`src/rtl/dma2_pkg.sv`:
```
package dma2_pkg;

    typedef enum logic [1:0] {
        CMD_NONE   = 2'd0,
        CMD_START  = 2'd1,
        CMD_PAUSE  = 2'd2,
        CMD_CANCEL = 2'd3
    } cmd_e;

    typedef struct packed {
        logic       int_en;
        logic       reload;
        logic       dst_fixed;
        logic       src_fixed;
        logic [1:0] burst;
        logic [1:0] width;
        cmd_e       cmd;
    } ctrl_t;

    localparam int CTRL_W = $bits(ctrl_t);
    localparam int BEAT_W = 4;

    // byte step for an element width code; reserved code acts as word
    function automatic logic [2:0] step_of(input logic [1:0] w);
        logic [2:0] s;
        unique case (w)
            2'd0:    s = 3'd1;
            2'd1:    s = 3'd2;
            default: s = 3'd4;
        endcase
        return s;
    endfunction

    // burst code to (beats - 1)
    function automatic logic [BEAT_W-1:0] beats_m1(input logic [1:0] b);
        logic [BEAT_W-1:0] n;
        unique case (b)
            2'd0:    n = 4'd0;
            2'd1:    n = 4'd3;
            2'd2:    n = 4'd7;
            default: n = 4'd15;
        endcase
        return n;
    endfunction

endpackage

```
`src/rtl/dma2_channel.sv`:
```
module dma2_channel
    import dma2_pkg::*;
#(
    parameter int AW = 32,
    parameter int CW = 16
) (
    input  logic          clk,
    input  logic          rst_n,
    input  logic          cmd_wr,
    input  ctrl_t         ctrl,
    input  logic [AW-1:0] init_src,
    input  logic [AW-1:0] init_dst,
    input  logic [CW-1:0] init_cnt,
    input  logic          irq_clr,
    input  logic          upd,
    input  logic          upd_err,
    input  logic          upd_dir,
    input  logic [AW-1:0] upd_addr,
    output logic          req,
    output logic          busy,
    output logic [AW-1:0] cur_src,
    output logic [AW-1:0] cur_dst,
    output logic [CW-1:0] cur_cnt,
    output logic [1:0]    width,
    output logic [1:0]    burst,
    output logic          done_irq,
    output logic          err_irq,
    output logic [AW-1:0] err_addr,
    output logic          err_dir
);

    typedef enum logic [1:0] {CH_IDLE, CH_RUN, CH_PAUSE} ch_state_e;

    ch_state_e st, st_nxt;
    logic      m_int_en, m_reload, m_src_fix, m_dst_fix;
    logic [1:0] m_width, m_burst;
    cmd_e      cmd_now;
    logic      last, fin, bad, rl_ok, live;
    logic [AW-1:0] step;

    assign cmd_now = cmd_wr ? ctrl.cmd : CMD_NONE;
    assign live    = (st != CH_IDLE);
    assign last    = (cur_cnt == CW'(1));
    assign fin     = live && upd && !upd_err && last;
    assign bad     = live && upd && upd_err;
    assign rl_ok   = m_reload && (init_cnt != '0);
    assign step    = AW'(step_of(m_width));

    always_comb begin
        st_nxt = st;
        unique case (st)
            CH_IDLE: begin
                if (cmd_now == CMD_START && init_cnt != '0)
                    st_nxt = CH_RUN;
            end
            CH_RUN: begin
                if (bad || (fin && !rl_ok) || cmd_now == CMD_CANCEL)
                    st_nxt = CH_IDLE;
                else if (cmd_now == CMD_PAUSE)
                    st_nxt = CH_PAUSE;
            end
            CH_PAUSE: begin
                if (bad || (fin && !rl_ok) || cmd_now == CMD_CANCEL)
                    st_nxt = CH_IDLE;
                else if (cmd_now == CMD_START)
                    st_nxt = CH_RUN;
            end
            default: st_nxt = CH_IDLE;
        endcase
    end

    always_ff @(posedge clk or negedge rst_n) begin
        if (!rst_n) st <= CH_IDLE;
        else        st <= st_nxt;
    end

    always_ff @(posedge clk or negedge rst_n) begin
        if (!rst_n) begin
            cur_src   <= '0;
            cur_dst   <= '0;
            cur_cnt   <= '0;
            m_int_en  <= 1'b0;
            m_reload  <= 1'b0;
            m_src_fix <= 1'b0;
            m_dst_fix <= 1'b0;
            m_width   <= 2'd0;
            m_burst   <= 2'd0;
            done_irq  <= 1'b0;
            err_irq   <= 1'b0;
            err_addr  <= '0;
            err_dir   <= 1'b0;
        end else begin
            if (st == CH_IDLE && st_nxt == CH_RUN) begin
                cur_src   <= init_src;
                cur_dst   <= init_dst;
                cur_cnt   <= init_cnt;
                m_int_en  <= ctrl.int_en;
                m_reload  <= ctrl.reload;
                m_src_fix <= ctrl.src_fixed;
                m_dst_fix <= ctrl.dst_fixed;
                m_width   <= ctrl.width;
                m_burst   <= ctrl.burst;
            end else if (live && upd && !upd_err) begin
                if (last && rl_ok) begin
                    cur_src <= init_src;
                    cur_dst <= init_dst;
                    cur_cnt <= init_cnt;
                end else begin
                    cur_cnt <= cur_cnt - CW'(1);
                    if (!m_src_fix) cur_src <= cur_src + step;
                    if (!m_dst_fix) cur_dst <= cur_dst + step;
                end
            end
            done_irq <= (fin && m_int_en) || (done_irq && !irq_clr);
            err_irq  <= bad || (err_irq && !irq_clr);
            if (bad) begin
                err_addr <= upd_addr;
                err_dir  <= upd_dir;
            end
        end
    end

    always_comb begin
        req   = (st == CH_RUN);
        busy  = live;
        width = m_width;
        burst = m_burst;
    end


    pause_hold_chk: assert property (@(posedge clk) disable iff (!rst_n)
        (st == CH_PAUSE && !upd && cmd_now == CMD_NONE)
        |=> ($stable(cur_cnt) && $stable(cur_src) && $stable(cur_dst)));


    cancel_idle_chk: assert property (@(posedge clk) disable iff (!rst_n)
        (live && cmd_now == CMD_CANCEL) |=> !busy);


    done_cause_chk: assert property (@(posedge clk) disable iff (!rst_n)
        $rose(done_irq) |-> $past(upd && !upd_err && last && m_int_en));

endmodule

```
`src/rtl/dma2_arbiter.sv`:
```
module dma2_arbiter
    import dma2_pkg::*;
#(
    parameter int NCH = 2,
    localparam int IW = (NCH > 1) ? $clog2(NCH) : 1
) (
    input  logic                 clk,
    input  logic                 rst_n,
    input  logic [NCH-1:0]       req,
    input  logic [NCH-1:0]       done,
    input  logic [NCH-1:0][1:0]  burst,
    output logic                 gnt_valid,
    output logic [IW-1:0]        owner
);

    logic [BEAT_W-1:0] beat;
    logic [IW-1:0]     pick;
    logic              last_beat;

    always_comb begin
        pick = '0;
        for (int i = NCH - 1; i >= 0; i--) begin
            if (req[i]) pick = IW'(i);
        end
    end

    assign last_beat = (beat == beats_m1(burst[owner]));

    always_ff @(posedge clk or negedge rst_n) begin
        if (!rst_n) begin
            gnt_valid <= 1'b0;
            owner     <= '0;
            beat      <= '0;
        end else if (!gnt_valid) begin
            if (|req) begin
                gnt_valid <= 1'b1;
                owner     <= pick;
                beat      <= '0;
            end
        end else if (done[owner]) begin
            if (last_beat) gnt_valid <= 1'b0;
            else           beat      <= beat + BEAT_W'(1);
        end else if (!req[owner]) begin
            gnt_valid <= 1'b0;
        end
    end


    burst_hold_chk: assert property (@(posedge clk) disable iff (!rst_n)
        (gnt_valid && req[owner] && !(done[owner] && last_beat))
        |=> (gnt_valid && $stable(owner)));

endmodule

```
`src/rtl/dma2_mover.sv`:
```
module dma2_mover #(
    parameter int NCH = 2,
    parameter int AW  = 32,
    parameter int DW  = 32,
    localparam int IW = (NCH > 1) ? $clog2(NCH) : 1
) (
    input  logic                 clk,
    input  logic                 rst_n,
    input  logic                 gnt_valid,
    input  logic [IW-1:0]        owner,
    input  logic [NCH-1:0]       req,
    input  logic [NCH-1:0][AW-1:0] src,
    input  logic [NCH-1:0][AW-1:0] dst,
    input  logic [NCH-1:0][1:0]  width,
    output logic                 mem_req,
    output logic                 mem_we,
    output logic [AW-1:0]        mem_addr,
    output logic [1:0]           mem_size,
    output logic [DW-1:0]        mem_wdata,
    input  logic [DW-1:0]        mem_rdata,
    input  logic                 mem_ack,
    input  logic                 mem_err,
    output logic [NCH-1:0]       done,
    output logic                 done_err,
    output logic                 done_dir,
    output logic [AW-1:0]        done_addr
);

    typedef enum logic [1:0] {MV_IDLE, MV_READ, MV_WRITE, MV_FIN} mv_state_e;

    mv_state_e     st, st_nxt;
    logic          go;
    logic [IW-1:0] ch;
    logic [AW-1:0] a_src, a_dst;
    logic [1:0]    sz;
    logic [DW-1:0] data;

    assign go = gnt_valid && req[owner];

    always_comb begin
        st_nxt = st;
        unique case (st)
            MV_IDLE:  if (go) st_nxt = MV_READ;
            MV_READ:  if (mem_ack) st_nxt = mem_err ? MV_FIN : MV_WRITE;
            MV_WRITE: if (mem_ack) st_nxt = MV_FIN;
            MV_FIN:   st_nxt = MV_IDLE;
            default:  st_nxt = MV_IDLE;
        endcase
    end

    always_ff @(posedge clk or negedge rst_n) begin
        if (!rst_n) st <= MV_IDLE;
        else        st <= st_nxt;
    end

    always_ff @(posedge clk or negedge rst_n) begin
        if (!rst_n) begin
            ch        <= '0;
            a_src     <= '0;
            a_dst     <= '0;
            sz        <= 2'd0;
            data      <= '0;
            done_err  <= 1'b0;
            done_dir  <= 1'b0;
            done_addr <= '0;
        end else begin
            if (st == MV_IDLE && go) begin
                ch       <= owner;
                a_src    <= src[owner];
                a_dst    <= dst[owner];
                sz       <= (width[owner] == 2'd3) ? 2'd2 : width[owner];
                done_err <= 1'b0;
            end
            if (st == MV_READ && mem_ack) begin
                data      <= mem_rdata;
                done_err  <= mem_err;
                done_dir  <= 1'b0;
                done_addr <= a_src;
            end
            if (st == MV_WRITE && mem_ack) begin
                done_err  <= mem_err;
                done_dir  <= 1'b1;
                done_addr <= a_dst;
            end
        end
    end

    always_comb begin
        mem_req   = (st == MV_READ) || (st == MV_WRITE);
        mem_we    = (st == MV_WRITE);
        mem_addr  = (st == MV_WRITE) ? a_dst : a_src;
        mem_size  = sz;
        mem_wdata = data;
        done      = '0;
        if (st == MV_FIN) done[ch] = 1'b1;
    end


    req_hold_chk: assert property (@(posedge clk) disable iff (!rst_n)
        (mem_req && !mem_ack) |=> (mem_req && $stable(mem_addr) && $stable(mem_we)));


    single_done_chk: assert property (@(posedge clk) disable iff (!rst_n)
        $onehot0(done));

endmodule

```
`src/rtl/dma2_engine.sv`:
```
module dma2_engine
    import dma2_pkg::*;
#(
    parameter int NCH = 2,
    parameter int AW  = 32,
    parameter int CW  = 16,
    parameter int DW  = 32
) (
    input  logic                     clk,
    input  logic                     rst_n,
    input  logic [NCH-1:0]           cmd_wr,
    input  logic [NCH-1:0][CTRL_W-1:0] ctrl,
    input  logic [NCH-1:0][AW-1:0]   init_src,
    input  logic [NCH-1:0][AW-1:0]   init_dst,
    input  logic [NCH-1:0][CW-1:0]   init_cnt,
    input  logic [NCH-1:0]           irq_clr,
    output logic [NCH-1:0]           busy,
    output logic [NCH-1:0]           done_irq,
    output logic [NCH-1:0]           err_irq,
    output logic [NCH-1:0][AW-1:0]   err_addr,
    output logic [NCH-1:0]           err_dir,
    output logic [NCH-1:0][AW-1:0]   cur_src,
    output logic [NCH-1:0][AW-1:0]   cur_dst,
    output logic [NCH-1:0][CW-1:0]   cur_cnt,
    output logic                     mem_req,
    output logic                     mem_we,
    output logic [AW-1:0]            mem_addr,
    output logic [1:0]               mem_size,
    output logic [DW-1:0]            mem_wdata,
    input  logic [DW-1:0]            mem_rdata,
    input  logic                     mem_ack,
    input  logic                     mem_err
);

    localparam int IW = (NCH > 1) ? $clog2(NCH) : 1;

    logic [NCH-1:0]      req, done;
    logic [NCH-1:0][1:0] width, burst;
    logic                gnt_valid;
    logic [IW-1:0]       owner;
    logic                done_err, done_dir;
    logic [AW-1:0]       done_addr;

    for (genvar i = 0; i < NCH; i++) begin : g_ch
        dma2_channel #(.AW(AW), .CW(CW)) u_ch (
            .clk      (clk),
            .rst_n    (rst_n),
            .cmd_wr   (cmd_wr[i]),
            .ctrl     (ctrl_t'(ctrl[i])),
            .init_src (init_src[i]),
            .init_dst (init_dst[i]),
            .init_cnt (init_cnt[i]),
            .irq_clr  (irq_clr[i]),
            .upd      (done[i]),
            .upd_err  (done_err),
            .upd_dir  (done_dir),
            .upd_addr (done_addr),
            .req      (req[i]),
            .busy     (busy[i]),
            .cur_src  (cur_src[i]),
            .cur_dst  (cur_dst[i]),
            .cur_cnt  (cur_cnt[i]),
            .width    (width[i]),
            .burst    (burst[i]),
            .done_irq (done_irq[i]),
            .err_irq  (err_irq[i]),
            .err_addr (err_addr[i]),
            .err_dir  (err_dir[i])
        );
    end

    dma2_arbiter #(.NCH(NCH)) u_arb (
        .clk       (clk),
        .rst_n     (rst_n),
        .req       (req),
        .done      (done),
        .burst     (burst),
        .gnt_valid (gnt_valid),
        .owner     (owner)
    );

    dma2_mover #(.NCH(NCH), .AW(AW), .DW(DW)) u_mv (
        .clk       (clk),
        .rst_n     (rst_n),
        .gnt_valid (gnt_valid),
        .owner     (owner),
        .req       (req),
        .src       (cur_src),
        .dst       (cur_dst),
        .width     (width),
        .mem_req   (mem_req),
        .mem_we    (mem_we),
        .mem_addr  (mem_addr),
        .mem_size  (mem_size),
        .mem_wdata (mem_wdata),
        .mem_rdata (mem_rdata),
        .mem_ack   (mem_ack),
        .mem_err   (mem_err),
        .done      (done),
        .done_err  (done_err),
        .done_dir  (done_dir),
        .done_addr (done_addr)
    );

endmodule

```
`config.mk`:
```
export PLATFORM = sky130hd
export DESIGN_NAME = dma2_engine
export DESIGN_NICKNAME = d
export VERILOG_FILES = /design/src/rtl/dma2_pkg.sv /design/src/rtl/dma2_channel.sv /design/src/rtl/dma2_arbiter.sv /design/src/rtl/dma2_mover.sv /design/src/rtl/dma2_engine.sv
export SDC_FILE = /design/constraint.sdc
export NUM_CORES = 1
export LEC_CHECK = 0
export BUFFER_PORTS_ARGS = -buffer_cell sky130_fd_sc_hd__buf_4
export CAP_MARGIN = 20
export CORE_MARGIN = 8
export CORE_UTILIZATION = 54
export CTS_CLUSTER_SIZE = 10
export DETAILED_ROUTE_END_ITERATION = 10
export GPL_TIMING_DRIVEN = 0
export PLACE_DENSITY = 0.81
export SLEW_MARGIN = 25
export SYNTH_ARGS = -nofsm -noshare
export SYNTH_HDL_FRONTEND = slang
export SYNTH_SLANG_ARGS = --single-unit
export TNS_END_PERCENT = 100
```
`constraint.sdc`:
```
create_clock -name clk -period 4.4 [get_ports clk]
set_clock_uncertainty 0.2 [all_clocks]
set_input_delay 0.44 -clock clk [delete_from_list [all_inputs] [get_ports clk]]
set_output_delay 0.44 -clock clk [all_outputs]
set_load 0.01 [all_outputs]
```
==> results.cfg <==
[grt]
overflow = 0
grt_start_max_net_pins = 90
grt_pass1_wl_um = 152000
grt.total_usage_pct = 44.7
first_global_vias = 23400
antenna_found_initial = 3

[synthesis]
synth.most_common_cell = dfrtp_1
syn-instance-count = 2105
synth_xor_area_share_pct = 0.0837
syn_area_mm2 = 0.0209
synthTopCellsByArea = dfrtp_1 (47%), mux2_2 (9.4%), mux2i_1 (4.3%)
synth_top_area_share_pct = 46.7
synthSimpleGateAreaFrac_pct = 14.6
synthArstFlopShare_pct = 100
synth_commonest_cells = dfrtp_1 (391), nand2_1 (204), mux2_2 (175)
synth_edf_count = 0
synth_warnings = 0
synth_compound_area_share_pct = 18.8
synthAdderAreaFrac_pct = 1.64
synth.distinct_cells = 84
synth.area.mux_share_pct = 13.8
synth-seq-area-share_pct = 46.7
ys.flop_type = dfrtp_1
synth_top_area_cell = dfrtp_1
synth_top_family_by_area = compound AO/OA/AOI/OAI gates
ys_ff_latch = 391
synth_area_per_cell_um2 = 9.95
synthesis.nets = 2350

[cts]
h-tree-depth = 2
clk_path_buf_depth = 3
cts_buffers = 47
clock_latency_ns = 0.59
cts_root_buffer = clkbuf_16
cts_tree = done
path_clk_slew_ns = 0.06
cts_resized = 0
cts_sinks = 391

[floorplan]
pin_count = 520
core-area_mm2 = 0.0385
start_util_pct = 54.4
die_area_mm2 = 0.0453
num_rows = 72
die_x_um = 213
die_h_um = 213

[status]
status = complete, but fails checks
violations = negative hold slack

[final_layout]
instances_no_fill = 3354
fillCellCount = 2511
nNetsFinal = 3062
multi_input_area_mm2 = 0.0103
layout-drive-gt1-share_pct = 29.7
ff_latch_area_mm2 = 0.00978
syn2layout_area_growth_pct = 35.3

[sta]
fin_ws_ns = 0.451
maxSlewHeadroom_pct = 30.2
report.final.slew_viol_count = 0
tightest_slew_ns = 1.04
finalHoldViolCount = 1
period_share_pct = 89.8
finalSetupViolCount = 0
hold-worst-slack_ns = -0.000575
tns_ns = 0
fmax_mhz = 253
rsz0062_at_grt = false
min_period_ns = 3.95

[route]
wl_per_cell_um = 30.9
vias = 22800
drc = 0
wl_um = 104000
drtAntennaViolNets = 0
drt-initial-drc-count = 2713
first_pass_iters = 6
viasPerCell = 6.80

[job]
maxCapViolations = 0

[place]
portBuffers = 519
place_ws_ns = 0.632
dp.cells = 3147
dpl.hpwl_um = 73000
routabilityCongestion = 0.999

[worst_setup_path]
worstPathRequired_ns = 4.71
cp.arrival_ns = 4.25
crit_type = register to register
path_max_fanout = 7
end_kind = register
start_kind = register

[power_and_ir_drop]
ir_drop_mv = 0.417
leakagePower_nw = 13.0
power.density_mw_per_mm2 = 716
power_mw = 20.3

[hold_path]
worstHoldPathType = input pin to register
## metrics by stage
step                area, um2  utilization, %
detailed placement      25600            66.6
CTS                     28300            73.6
global route            28300            73.6
floorplan               20900               -
finish                  28300            73.6
global placement        25500            66.3
## cell families (layout without fill, tap and decap cells)
kind of cell	after synthesis	after routing
buf+inv	209	937
fa+ha+maj	25	25
xor+xnor	2	2
simple gates	604	604
other cells	0	3
compound gates	607	607
flops	391	391
mux	267	267
## flip-flops by register name, summed over array words and instances (netlist names), 32 cells and up
register,count
u_mv.a_src,32
g_ch.u_ch.err_addr,64
g_ch.u_ch.cur_src,64
u_mv.mem_wdata,32
u_mv.done_addr,32
g_ch.u_ch.cur_dst,64
g_ch.u_ch.cur_cnt,32
u_mv.a_dst,32
## per-layer routing
layer | global-route usage (%) | up-vias | wire length, um | part of all wire (%)
li1 | - | 9237 | - | -
met1 | 53.2 | 11100 | 35900 | 35
met2 | 68.6 | 1978 | 46000 | 44
met3 | 14.9 | 485 | 13700 | 13
met4 | 29.7 | 0 | 7860 | 7.6
met5 | 0 | - | 0 | 0
## what timing repair did
action	in CTS	in global routing
setup buffers	0	0
hold buffers	139	0
endpoints found under the hold margin	218	0
## where the power goes
| group | switching (mW) | internal, mW | leakage (nW) | total (mW) |
|---|---|---|---|---|
| Combinational | 5.30 | 4.10 | 7.48 | 9.40 |
| Sequential | 2.20 | 5.13 | 4.84 | 7.33 |
| Clock | 1.57 | 1.97 | 0.644 | 3.54 |
| Total | 9.08 | 11.2 | 13.0 | 20.3 |
## final cells by class
type                       count  share of cell area [%]
clock buffer                  58                    4.40
buffer                       148                    2.35
sequential                   391                    34.5
clock inverter                 7                   0.203
multi-input combinational   1505                    36.3
antenna                        3                  0.0265
timing repair buffer         663                    19.1
inverter                      61                   0.808
tap                          518                    2.29
## placed cells by master, fill, tap and decap left out, drive strengths merged, types with 16 or more instances in the layout
master and count:
a211oi 23, a21o 16, a21oi 152, a31oi 25
and3 26, buf 586, clkbuf 144, dfrtp 391
dlygate4sd3 139, ha 21, inv 61, mux2 177
mux2i 90, nand2 206, nand3 65, nand4 33
nor2 90, nor3 51, nor4 31, o211ai 19
o21ai 173, o22a 23, o22ai 36
## final timing paths
path	from	end	slack [ns]	depth (start not counted)
max in group asynchronous	rst_n	g_ch[0].u_ch.cur_cnt[4]$_DFFE_PN0P_	2.45	4
max reg2reg	g_ch[1].u_ch.width[1]$_DFFE_PN0P_	g_ch[1].u_ch.cur_src[26]$_DFFE_PN0P_	0.45	10
min reg2reg	u_mv.a_dst[3]$_DFFE_PN0P_	u_mv.a_dst[3]$_DFFE_PN0P_	0.28	2
min	init_src[41]	g_ch[1].u_ch.cur_src[9]$_DFFE_PN0P_	-0.0006	3
min in group asynchronous	rst_n	g_ch[0].u_ch.err_addr[24]$_DFFE_PN0P_	0.24	2
max	g_ch[1].u_ch.width[1]$_DFFE_PN0P_	g_ch[1].u_ch.cur_src[26]$_DFFE_PN0P_	0.45	10
## critical path: stages (launching register included)
cell and delay [ns]:
dfrtp_1 0.41, nor2_1 0.19, ha_1 0.23, inv_1 0.06
fa_1 0.37, nand2b_1 0.22, a2111oi_1 0.98, nand4_1 0.50
a2111oi_0 0.48, a21oi_1 0.07, o2bb2ai_1 0.15
Note: power is estimated with default switching activity, not from simulation.
